**src/rtl/ptw_pkg.sv**
```systemverilog
`timescale 1ns/1ps
package ptw_pkg;
    localparam int unsigned ADDR_W      = 32;
    localparam int unsigned OFF_W       = 12;
    localparam int unsigned IDX_W       = 10;
    localparam int unsigned ENTRY_SHIFT = 2;
    localparam int unsigned VPN_W       = ADDR_W - OFF_W;
    localparam int unsigned PRESENT_BIT = 0;

    typedef logic [ADDR_W-1:0] addr_t;
    typedef logic [VPN_W-1:0]  vpn_t;
    typedef logic [IDX_W-1:0]  idx_t;

    typedef enum logic [2:0] {
        ST_IDLE,
        ST_READ_DIR,
        ST_WAIT_DIR,
        ST_READ_TBL,
        ST_WAIT_TBL,
        ST_DONE
    } walk_state_e;

    typedef struct packed {
        vpn_t ppn;
        logic fault;
    } walk_result_t;

    // Clear the in-page bits of a word, leaving a 4 KB frame address.
    function automatic addr_t frame_of(addr_t w);
        return {w[ADDR_W-1:OFF_W], {OFF_W{1'b0}}};
    endfunction

    // Byte address of slot idx in the table whose frame is given.
    function automatic addr_t slot_addr(addr_t frame, idx_t idx);
        return frame_of(frame) | (addr_t'(idx) << ENTRY_SHIFT);
    endfunction

    function automatic idx_t dir_idx(addr_t va);
        return va[ADDR_W-1 -: IDX_W];
    endfunction

    function automatic idx_t tbl_idx(addr_t va);
        return va[OFF_W +: IDX_W];
    endfunction
endpackage

```
**src/rtl/ptw_ctrl.sv**
```systemverilog
`timescale 1ns/1ps
module ptw_ctrl
    import ptw_pkg::*;
(
    input  logic        clk,
    input  logic        rst,
    input  logic        walk_valid,
    input  logic        mem_gnt,
    input  logic        mem_rvalid,
    input  logic        entry_present,
    output walk_state_e state_o
);
    walk_state_e state_q, state_d;

    always_comb begin
        state_d = state_q;
        case (state_q)
            ST_IDLE:     if (walk_valid) state_d = ST_READ_DIR;
            ST_READ_DIR: if (mem_gnt)    state_d = ST_WAIT_DIR;
            ST_WAIT_DIR: if (mem_rvalid) state_d = entry_present ? ST_READ_TBL : ST_DONE;
            ST_READ_TBL: if (mem_gnt)    state_d = ST_WAIT_TBL;
            ST_WAIT_TBL: if (mem_rvalid) state_d = ST_DONE;
            ST_DONE:     state_d = ST_IDLE;
            default:     state_d = ST_IDLE;
        endcase
    end

    always_ff @(posedge clk) begin
        if (rst) state_q <= ST_IDLE;
        else     state_q <= state_d;
    end

    assign state_o = state_q;
endmodule

```
**src/rtl/ptw_datapath.sv**
```systemverilog
`timescale 1ns/1ps
module ptw_datapath
    import ptw_pkg::*;
(
    input  logic         clk,
    input  logic         rst,
    input  walk_state_e  state,
    input  logic         walk_valid,
    input  addr_t        walk_va,
    input  addr_t        root_base,
    input  logic         mem_rvalid,
    input  addr_t        mem_rdata,
    output logic         entry_present,
    output logic         mem_req,
    output addr_t        mem_addr,
    output addr_t        va_o,
    output walk_result_t result_o
);
    addr_t        va_q;
    addr_t        dir_frame_q;
    addr_t        tbl_frame_q;
    walk_result_t res_q;
    addr_t        entry_frame;

    assign entry_present = mem_rdata[PRESENT_BIT];
    assign entry_frame   = frame_of(mem_rdata);

    always_ff @(posedge clk) begin
        if (rst) begin
            va_q        <= '0;
            dir_frame_q <= '0;
            tbl_frame_q <= '0;
            res_q       <= '0;
        end else begin
            case (state)
                ST_IDLE: if (walk_valid) begin
                    va_q        <= walk_va;
                    dir_frame_q <= frame_of(root_base);
                    res_q       <= '0;
                end
                ST_WAIT_DIR: if (mem_rvalid) begin
                    tbl_frame_q <= entry_frame;
                    res_q.fault <= ~entry_present;
                end
                ST_WAIT_TBL: if (mem_rvalid) begin
                    res_q.ppn   <= entry_present ? entry_frame[ADDR_W-1:OFF_W] : '0;
                    res_q.fault <= ~entry_present;
                end
                default: ;
            endcase
        end
    end

    assign mem_req  = (state == ST_READ_DIR) || (state == ST_READ_TBL);
    assign mem_addr = (state == ST_READ_TBL) ? slot_addr(tbl_frame_q, tbl_idx(va_q))
                                             : slot_addr(dir_frame_q, dir_idx(va_q));
    assign va_o     = va_q;
    assign result_o = res_q;
endmodule

```
**src/rtl/pt_walker.sv**
```systemverilog
`timescale 1ns/1ps
module pt_walker
    import ptw_pkg::*;
(
    input  logic              clk,
    input  logic              rst,
    input  logic              walk_valid,
    output logic              walk_ready,
    input  logic [ADDR_W-1:0] walk_va,
    input  logic [ADDR_W-1:0] root_base,
    output logic              mem_req,
    input  logic              mem_gnt,
    output logic [ADDR_W-1:0] mem_addr,
    input  logic              mem_rvalid,
    input  logic [ADDR_W-1:0] mem_rdata,
    output logic              done,
    output logic [VPN_W-1:0]  done_vpn,
    output logic [VPN_W-1:0]  done_ppn,
    output logic [ADDR_W-1:0] done_pa,
    output logic              done_fault
);
    walk_state_e  state;
    logic         entry_present;
    addr_t        va_q;
    walk_result_t result;

    ptw_ctrl u_ctrl (
        .clk           (clk),
        .rst           (rst),
        .walk_valid    (walk_valid),
        .mem_gnt       (mem_gnt),
        .mem_rvalid    (mem_rvalid),
        .entry_present (entry_present),
        .state_o       (state)
    );

    ptw_datapath u_dp (
        .clk           (clk),
        .rst           (rst),
        .state         (state),
        .walk_valid    (walk_valid),
        .walk_va       (walk_va),
        .root_base     (root_base),
        .mem_rvalid    (mem_rvalid),
        .mem_rdata     (mem_rdata),
        .entry_present (entry_present),
        .mem_req       (mem_req),
        .mem_addr      (mem_addr),
        .va_o          (va_q),
        .result_o      (result)
    );

    assign walk_ready = (state == ST_IDLE);
    assign done       = (state == ST_DONE);
    assign done_vpn   = va_q[ADDR_W-1:OFF_W];
    assign done_ppn   = result.ppn;
    assign done_pa    = {result.ppn, va_q[OFF_W-1:0]};
    assign done_fault = result.fault;
endmodule

```
**config.mk**
```make
export PLATFORM = sky130hd
export DESIGN_NAME = pt_walker
export DESIGN_NICKNAME = d
export VERILOG_FILES = /design/src/rtl/ptw_pkg.sv /design/src/rtl/ptw_ctrl.sv /design/src/rtl/ptw_datapath.sv /design/src/rtl/pt_walker.sv
export SDC_FILE = /design/constraint.sdc
export NUM_CORES = 1
export LEC_CHECK = 0
export ABC_CLOCK_PERIOD_IN_PS = 1700
export BUFFER_PORTS_ARGS = -buffer_cell sky130_fd_sc_hd__buf_2
export CORE_ASPECT_RATIO = 0.7
export CORE_MARGIN = 10
export CORE_UTILIZATION = 46
export CTS_CLUSTER_SIZE = 8
export DETAILED_ROUTE_END_ITERATION = 10
export PLACE_DENSITY = 0.91
export SYNTH_ARGS = -nofsm -noshare
export SYNTH_HDL_FRONTEND = slang
export SYNTH_HIERARCHICAL = 1
export SYNTH_SLANG_ARGS = --single-unit
export TNS_END_PERCENT = 10
```
**constraint.sdc**
```tcl
create_clock -name clk -period 1.7 [get_ports clk]
set_input_delay 0.085 -clock clk [delete_from_list [all_inputs] [get_ports clk]]
set_output_delay 0.085 -clock clk [all_outputs]
set_load 0.03 [all_outputs]
```
==> results of run 1 <==
## worst paths after layout
path                                           from                                end  slack [ps]  cells past startpoint
setup / recovery     u_ctrl/state_o[1]$_SDFFE_PP0P_                       mem_addr[11]         -10                      5
hold / removal                        mem_rdata[30]  u_dp/tbl_frame_q[30]$_SDFFE_PP0P_          10                      3
setup reg to reg     u_ctrl/state_o[1]$_SDFFE_PP0P_  u_dp/dir_frame_q[23]$_SDFFE_PP0P_          60                      6
hold reg to reg   u_dp/dir_frame_q[31]$_SDFFE_PP0P_  u_dp/dir_frame_q[31]$_SDFFE_PP0P_         460                      2
## power groups by stage
stage               clock network (mW)  registers, mW  logic, mW
finish                            1.86           2.43       1.20
global placement                     0           2.46      0.962
CTS                               1.90           2.43       1.11
global route                      1.98           2.44       1.28
floorplan                            0           2.57      0.530
detailed placement                   0           2.47      0.987
## cell type report
cell class,instances,share of cell area
Antenna cell,3,0.00121
Sequential cell,96,0.310
Tap cell,120,0.0242
Timing Repair Buffer,262,0.308
Clock inverter,4,0.00463
Multi-Input combinational cell,344,0.312
Clock buffer,12,0.0397
## layer usage
metal / vias up / part of all wire / GRT usage
met1: 2023 / 0.40 / 0.236
met2: 230 / 0.50 / 0.362
met5: - / 0 / 0
met3: 41 / 0.079 / 0.0734
li1: 2035 / - / -
met4: 0 / 0.030 / 0.0842
## registers in the layout (all words and copies together) (netlist names)
signal and count:
u_dp/result_o 21, u_dp/dir_frame_q 20, u_dp/tbl_frame_q 20, u_ctrl/state_o 3, u_dp/va_o 32
## cells in the final DEF, fill, tap and decap left out, drive strengths merged, types with 3 or more instances in the layout
cell,n
mux2,30
nor3,3
clkbuf,14
a21oi,76
nand2,147
nor2,21
diode,3
buf,204
and2,20
dfxtp,96
dlygate4sd3,56
o21ai,4
mux2i,22
## kinds of logic after synthesis
| group | share of synthesized area |
|---|---|
| other | 0.000903 |
| AO/OA/AOI/OAI | 0.104 |
| multiplexers | 0.134 |
| flip-flops | 0.463 |
| XOR/XNOR | 0.00211 |
| AND/OR/NAND/NOR | 0.215 |
| buffers and inverters | 0.0813 |
## critical path: stages (launching register included)
cell	delay (ps)
dfxtp_2	330
nor2b_4	130
nand2_4	140
clkbuf_16	180
mux2_2	360
buf_6	150
## metrics by stage
stage / cell area [um^2] / std cells / hold WS [ps]
final: 6210 / 841 / 12.0
after global routing: 6210 / 841 / 11.9
after CTS: 6010 / 835 / 0.914
after detailed placement: 5100 / 761 / 331
after global placement: 5100 / 761 / 326
after floorplan: 4160 / 498 / 154
## repair_timing
item / CTS / global route
setup buffers: 1 / 1
gates cloned: 1 / 2
pin swaps: 0 / 0
gates resized for setup: 18 / 58
hold buffers: 56 / 0
endpoints found under the setup margin: 30 / 30
hold endpoints to repair: 56 / 0
==> impl_results.md, run 1 <==
* Synthesized area per cell at 8.36 um^2
* Setup violators final at 2
* Req. time, crit path at 1620 ps
* Number of I/O pins at 209
* Sink Count at 96
* Synthesis Warnings at 6
* Relative slew slack at 0.621
* Clock power frac at 0.338
* Worst Skew at 7.99 ps
* H-tree lvl count at 3
* Top-area cell type share of the netlist area at 0.463
* Vias per cell at 5.15
* Syn Inst Count at 497
* Failing checks: design-rule violations, negative setup slack
* Max Freq at 584 MHz
* RSZ-0062 raised after global routing: true
* Reg power frac at 0.443
* Least-Margin Pin Slew at 569 ps
* Die Span X at 134 um
* Setup ws final at -11.8 ps
* Dpl ws at 176 ps
* Register Area at 0.00193 mm^2
* Switching part of the total power at 0.289
* First-pass GRT wire length at 22.9 mm
* Ratio of cells with drive above 1 in the final layout at 0.364
* Synth-to-Final Area Change at 49.5%
* Crit. End Element: primary output
* Peak supply drop at 0.000529 V
* Kind of critical path: reg2out
* Synth area leader: dfxtp_1
* Initial core utilization at 0.482
* ANT nets after route at 0
* DR iter-0 viols at 340
* GRT Overall Usage at 0.211
* Fin. Hold Viols at 0
* Die Ht at 99.5 um
* Combinational share of power at 0.219
* Vias in the first global route at 4405
* Crit path max fanout at 7
* Synth area leaders: dfxtp_1 (46%), nand2_1 (13%), a21oi_1 (9.2%)
* FFs w/ async S/R, synth at 0
* Net switching power at 1.59 mW
* Min Tclk post-route at 1710 ps
* Final total power at 5.49 mW
* GR Overflow Total at 0
* WP data arrival at 1630 ps
* Lkg Pwr at 2.88 nW
* Multi-input gate area at 0.00194 mm^2
* Fin. max-slew vios at 0
* DP HPWL at 9.70 mm
* Worst Setup Start Kind: register
* Die Area at 0.0133 mm^2
* Hold Crit Class: in2reg
* Routed via count at 4329
* CORE AREA at 0.00862 mm^2
* Max Cap Viol at 0
* Post-synth EDFFs at 0
* Count leader, synth: nand2_1
* Clk slew on worst S/H paths at 60 ps
* Initial antenna violation count at 3
* Period utilization at 1.01
* Total CTS buffers at 9
* TritonCTS clock tree: yes
* DRT Wirelength at 15.3 mm
* Nets@finish at 814
* Row count at 28
* Largest net degree at the start of global routing at 49
* Outcome: finished with violations
* # DRC at 1
* Sequential fraction of the synthesis area at 0.463
* DRT Pass-1 Iters at 8
* Pwr Density at 884 mW/mm^2
* Final core occ at 0.721
* CTS root buf: clkbuf_16
* Port Buf Inserts at 183
* Synth Cell Area at 0.00415 mm^2
* Clock buffer depth at 2
* WL/cell at 18.2 um
* List of most frequent post-synthesis cells: nand2_1 (147), dfxtp_1 (96), a21oi_1 (76)
* Setup TNS at -13.7 ps
* Synth Register Bits at 96
* Layout fillers at 621
* Top_reg_cell synth: dfxtp_1
* Final Wtd Congestion at 0.820
* Synth cell types at 30
* Int Pwr at 3.90 mW
* Clk Latency, worst-skew pair at 340 ps
No activity file was read; power rests on OpenSTA's default activity.
==> inputs of run 2 (changes only) <==
Settings changed: RECOVER_POWER set to 25.
==> run 2 against run 1 <==
Against the previous run:
- the run ends with negative setup slack left
- register-to-register slack about the same
- worst hold slack about the same
- worst setup slack worse by 2.5 ps
- sequential share of layout area up 0.27 points
- sequential power about the same
- critical path type unchanged
- largest cell class unchanged
- highest routed layer unchanged
==> impl_results.md, run 2 (synthesis gave the netlist of run 1 again) <==
* Vias per cell at 5.10 (-0.90%)
* First-pass GRT wire length at 22.9 mm (unchanged)
* Design Area, Final at 0.00616 mm^2 (-0.85%)
* Final hold slack at 11.9 ps (-0.151 ps)
* Reg2Reg Setup Slack at 60 ps (about the same)
* Crit. End Element: primary output
* Number of I/O pins at 209 (unchanged)
* Kind of critical path: reg2out
* Layout fillers at 647 (+4.2%)
* Pwr Density at 890 mW/mm^2 (+0.70%)
* RSZ-0062 raised after global routing: true
* H-tree lvl count at 3 (unchanged)
* CTS root buf: clkbuf_16
* Initial core utilization at 0.482 (unchanged)
* # DRC at 0 (-1)
* Die Span X at 134 um (unchanged)
* Most frequent cells in the layout: nand2_1 (146), buf_2 (116), dfxtp_1 (93), a21oi_1 (76), dlygate4sd3_1 (56)
* Fin. Hold Viols at 0 (unchanged)
* Worst r2r src: u_ctrl/state_o[1]$_SDFFE_PP0P_
* Largest net degree at the start of global routing at 49 (unchanged)
* Vias in the first global route at 4405 (unchanged)
* WP data arrival at 1630 ps (about the same)
* Reg2reg end: u_dp/dir_frame_q[23]$_SDFFE_PP0P_
* Least-Margin Pin Slew at 569 ps (-0.0826 ps)
* Post-DP Area at 0.00510 mm^2 (unchanged)
* Hold path cells at 3 (unchanged)
* Total CTS buffers at 9 (unchanged)
* # placed instances at 761 (unchanged)
* Final Wtd Congestion at 0.820 (unchanged)
* Synth-to-Final Area Change at 48.3%
* Routed via count at 4290 (-0.90%)
* DP HPWL at 9.70 mm (unchanged)
* Clock buffer depth at 2 (unchanged)
* Relative slew slack at 0.621 (about the same)
* Cell count of the worst reg-to-reg path at 6 (unchanged)
* Worst Setup Start Kind: register
* Worst Skew at 8.46 ps (+0.475 ps)
* Port Buf Inserts at 183 (unchanged)
* Crit path max fanout at 7 (unchanged)
* Commonest non-fill, non-tap cell in the layout: nand2_1
* Die Ht at 99.5 um (unchanged)
* Finished Layout Cells at 841 (unchanged)
* Min Tclk post-route at 1710 ps (+2.46 ps)
* Initial antenna violation count at 3 (unchanged)
* Fin. max-slew vios at 0 (unchanged)
* Peak supply drop at 0.000529 V (about the same)
* Clk slew on worst S/H paths at 60 ps (about the same)
* ANT nets after route at 0 (unchanged)
* Sink Count at 96 (unchanged)
* Period utilization at 1.01 (+0.00145)
* GRT Overall Usage at 0.211 (unchanged)
* Nets@finish at 814 (unchanged)
* Row count at 28 (unchanged)
* Clk Latency, worst-skew pair at 340 ps (about the same)
* DRT Pass-1 Iters at 5 (-3)
* TritonCTS clock tree: yes
* CORE AREA at 0.00862 mm^2 (unchanged)
* Outcome: finished with violations
* Req. time, crit path at 1620 ps (about the same)
* Max Cap Viol at 0 (unchanged)
* Hold path startpoint: mem_rdata[30]
* Hold Path Sink: u_dp/tbl_frame_q[30]$_SDFFE_PP0P_
* Max Freq at 583 MHz (-0.14%)
* Failing checks: negative setup slack
* Ratio of cells with drive above 1 in the final layout at 0.305 (-0.0585)
* Hold Crit Class: in2reg
* Setup ws final at -14.3 ps (-2.46 ps)
* Max reg flops at 32 (unchanged)
* Setup violators final at 9 (+7)
* GR Overflow Total at 0 (unchanged)
* DR iter-0 viols at 305 (-10%)
* WL/cell at 18.2 um (+0.16%)
* Die Area at 0.0133 mm^2 (unchanged)
* DRT Wirelength at 15.3 mm (+0.16%)
* Lkg Pwr at 2.71 nW (-6.2%)
-- run 2: repair_timing --
item,4_1_cts,5_1_grt
endpoints found under the hold margin,56,0
gates resized for setup,18,58
cloned,1,2
setup endpoints to repair,30,30
hold buffers,56,0
buffers inserted,1,1
-- run 2: how the worst max path moves through the flow --
| stage | from | endpoint | slack [ps] | depth (start not counted) |
|---|---|---|---|---|
| after floorplan | u_ctrl/state_o[2]$_SDFFE_PP0P_ | u_dp/result_o[10]$_SDFFE_PP0P_ | 160 | 6 |
| after global placement | u_ctrl/state_o[2]$_SDFFE_PP0P_ | u_dp/va_o[1]$_SDFFE_PP0P_ | 240 | 5 |
| after detailed placement | u_ctrl/state_o[2]$_SDFFE_PP0P_ | u_dp/dir_frame_q[25]$_SDFFE_PP0P_ | 180 | 5 |
| after CTS | u_ctrl/state_o[1]$_SDFFE_PP0P_ | mem_addr[30] | 2 | 5 |
| after global routing | u_ctrl/state_o[1]$_SDFFE_PP0P_ | mem_addr[11] | -60 | 5 |
| final | u_ctrl/state_o[1]$_SDFFE_PP0P_ | mem_addr[11] | -10 | 5 |
-- run 2: metal layers --
layer / vias up / GRT usage / routed length (um) / part of all wire
met1: 1996 / 0.236 / 6130 / 0.40
met3: 39 / 0.0734 / 1180 / 0.077
met5: - / 0 / 0 / 0
li1: 2038 / - / - / -
met2: 217 / 0.362 / 7600 / 0.50
met4: 0 / 0.0842 / 425 / 0.028
-- run 2: area by class of cell --
class                      count  area [um^2]  area share
clock inverter                 4         28.8     0.00467
antenna                        3         7.51     0.00122
clock buffer                  12          246      0.0400
multi-input combinational    344         1940       0.315
sequential                    96         1930       0.313
tap                          120          150      0.0244
timing repair buffer         262         1860       0.302
-- run 2: metrics by stage --
| step | utilization | total power [mW] | TNS [ps] | setup slack (ps) |
|---|---|---|---|---|
| 2_1_floorplan | - | 3.10 | 0 | 163 |
| 6_report | 0.714 | 5.48 | -54.5 | -14.3 |
| 4_1_cts | 0.698 | 5.44 | 0 | 1.97 |
| 5_1_grt | 0.714 | 5.69 | -1260 | -59.3 |
| 3_3_place_gp | 0.591 | 3.42 | 0 | 237 |
| 3_5_place_dp | 0.591 | 3.46 | 0 | 176 |
-- run 2: power by group --
| part | switching, mW | internal [mW] |
|---|---|---|
| registers | 0.0767 | 2.36 |
| clock network | 0.821 | 1.03 |
| logic | 0.692 | 0.498 |
-- run 2: worst max-delay path, stage by stage, from the launching register on --
cell and delay [ps]:
dfxtp_2 330, nor2b_4 130, nand2_4 140, clkbuf_16 180
mux2_2 360, buf_6 150
==> inputs of run 3 (changes only) <==
Settings changed: TNS_END_PERCENT 10 to 20.
==> run 3 against run 2 <==
Against the previous run:
- the run still ends with negative setup slack left
- final area is the same
- combinational power is essentially flat
- largest cell class unchanged
- cell count is the same
- non-clock buffer count is the same
- power is the same
- critical path depth is the same
- sequential power is essentially flat
- wire length is the same
- global-route usage is the same
- flip-flop and latch count is the same
- critical endpoint unchanged
- worst hold slack is the same
==> impl_results.md, run 3 (synthesis gave the netlist of run 1 again) <==
* Cell family with most CP delay: multiplexers
* RSZ-0062 raised after global routing: true
* Final Wtd Congestion at 0.820 (unchanged)
* Synth-to-Final Area Change at 48.3% (unchanged)
* Hold path startpoint: mem_rdata[30]
* Crit path cell chain: nor2b_4 > nand2_4 > clkbuf_16 > mux2_2 > buf_6
* Slowest-stage cell, CP: mux2_2
* CP Launch Point: u_ctrl/state_o[1]$_SDFFE_PP0P_
* Hold Crit Class: in2reg
* Number of I/O pins at 209 (unchanged)
* Crit. End Element: primary output
* Max reg flops at 32 (unchanged)
* H-tree lvl count at 3 (unchanged)
* TritonCTS clock tree: yes
* Lkg Pwr at 2.71 nW (unchanged)
* WL/cell at 18.2 um (unchanged)
* Failing checks: negative setup slack
* DRT Pass-1 Iters at 5 (unchanged)
* Outcome: finished with violations
* Clk slew on worst S/H paths at 60 ps (about the same)
* Peak supply drop at 0.000529 V (unchanged)
* # DRC at 0 (unchanged)
* Worst r2r src: u_ctrl/state_o[1]$_SDFFE_PP0P_
* CTS root buf: clkbuf_16
* Die Area at 0.0133 mm^2 (unchanged)
* Sink Count at 96 (unchanged)
* Max Freq at 583 MHz (unchanged)
* Final total power at 5.48 mW (unchanged)
* Pwr Density at 890 mW/mm^2 (unchanged)
* Setup violators final at 9 (unchanged)
* Worst Skew at 8.46 ps (unchanged)
* ANT nets after route at 0 (unchanged)
* GR Overflow Total at 0 (unchanged)
* GRT Overall Usage at 0.211 (unchanged)
* CORE AREA at 0.00862 mm^2 (unchanged)
* Routed via count at 4290 (unchanged)
* Vias in the first global route at 4405 (unchanged)
* Nets@finish at 814 (unchanged)
* Port Buf Inserts at 183 (unchanged)
* DR iter-0 viols at 305 (unchanged)
* Row count at 28 (unchanged)
* Worst Setup Start Kind: register
* Fin. max-slew vios at 0 (unchanged)
* Setup ws final at -14.3 ps (unchanged)
* Die Span X at 134 um (unchanged)
* Buffers and inverters on the worst path at 2 (unchanged)
* Relative slew slack at 0.621 (unchanged)
* Die Ht at 99.5 um (unchanged)
* Fin. Hold Viols at 0 (unchanged)
* Min Tclk post-route at 1710 ps (unchanged)
* Largest net degree at the start of global routing at 49 (unchanged)
* Initial antenna violation count at 3 (unchanged)
* Final core occ at 0.714 (unchanged)
* DP HPWL at 9.70 mm (unchanged)
* DRT Wirelength at 15.3 mm (unchanged)
* Clock buffer depth at 2 (unchanged)
* Initial core utilization at 0.482 (unchanged)
* Max Cap Viol at 0 (unchanged)
* Most frequent cells in the layout: nand2_1 (146), buf_2 (116), dfxtp_1 (93), a21oi_1 (76), dlygate4sd3_1 (56)
* First-pass GRT wire length at 22.9 mm (unchanged)
* Kind of critical path: reg2out
* Clk Latency, worst-skew pair at 340 ps (about the same)
* Least-Margin Pin Slew at 569 ps (unchanged)
* WP data arrival at 1630 ps (about the same)
* Layout fillers at 647 (unchanged)
* Largest stage delay on the critical path at 360 ps (about the same)
* Ratio of cells with drive above 1 in the final layout at 0.305 (unchanged)
* Commonest non-fill, non-tap cell in the layout: nand2_1
* Req. time, crit path at 1620 ps (about the same)
* Vias per cell at 5.10 (unchanged)
* Period utilization at 1.01 (unchanged)
* Total CTS buffers at 9 (unchanged)
* Dpl ws at 176 ps (unchanged)
* Crit path max fanout at 7 (unchanged)
[run 3: cell counts in the layout (fill, tap and decap cells not counted)]
No cell type changed its count.
[run 3: report_power, final]
part / switching, mW / leakage [nW] / internal (mW) / total, mW
registers: 0.0767 / 0.783 / 2.36 / 2.43
logic: 0.692 / 1.79 / 0.498 / 1.19
clock network: 0.821 / 0.129 / 1.03 / 1.86
total: 1.59 / 2.71 / 3.89 / 5.48
[run 3: area by class of cell]
cell class	instances	area, um^2	area share
clock inverter	4	28.8	0.00467
sequential	96	1930	0.313
multi-input combinational	344	1940	0.315
clock buffer	12	246	0.0400
tap	120	150	0.0244
antenna	3	7.51	0.00122
timing repair buffer	262	1860	0.302
[run 3: repair_timing]
action,in CTS,in global routing
gates resized for setup,18,58
buffers inserted,1,1
endpoints found under the hold margin,56,0
hold buffers,56,0
endpoints found under the setup margin,30,30
cloned,1,2
[run 3: final timing paths]
kind                                             to  slack, ps  cells after the start
setup / recovery                       mem_addr[11]        -10                      5
hold / removal    u_dp/tbl_frame_q[30]$_SDFFE_PP0P_         10                      3
setup reg to reg  u_dp/dir_frame_q[23]$_SDFFE_PP0P_         60                      6
hold reg to reg          u_dp/va_o[11]$_SDFFE_PP0P_        460                      2
[run 3: tightest hold or removal path, stage by stage]
cell and delay, ps:
buf_2 100, nand2_1 50, a21oi_1 60
[run 3: metrics by stage]
stage	std cells	hold slack [ps]	area [um^2]	TNS (ps)
detailed placement	761	331	5100	0
global route	841	11.9	6160	-1260
finish	841	11.9	6160	-54.5
floorplan	498	154	4160	0
CTS	835	0.914	6010	0
global placement	761	326	5100	0
[run 3: metal layers]
metal	track usage	part of all wire	up-vias
met5	0	0	-
met4	0.0842	0.028	0
met3	0.0734	0.077	39
met2	0.362	0.50	217
met1	0.236	0.40	1996
li1	-	-	2038
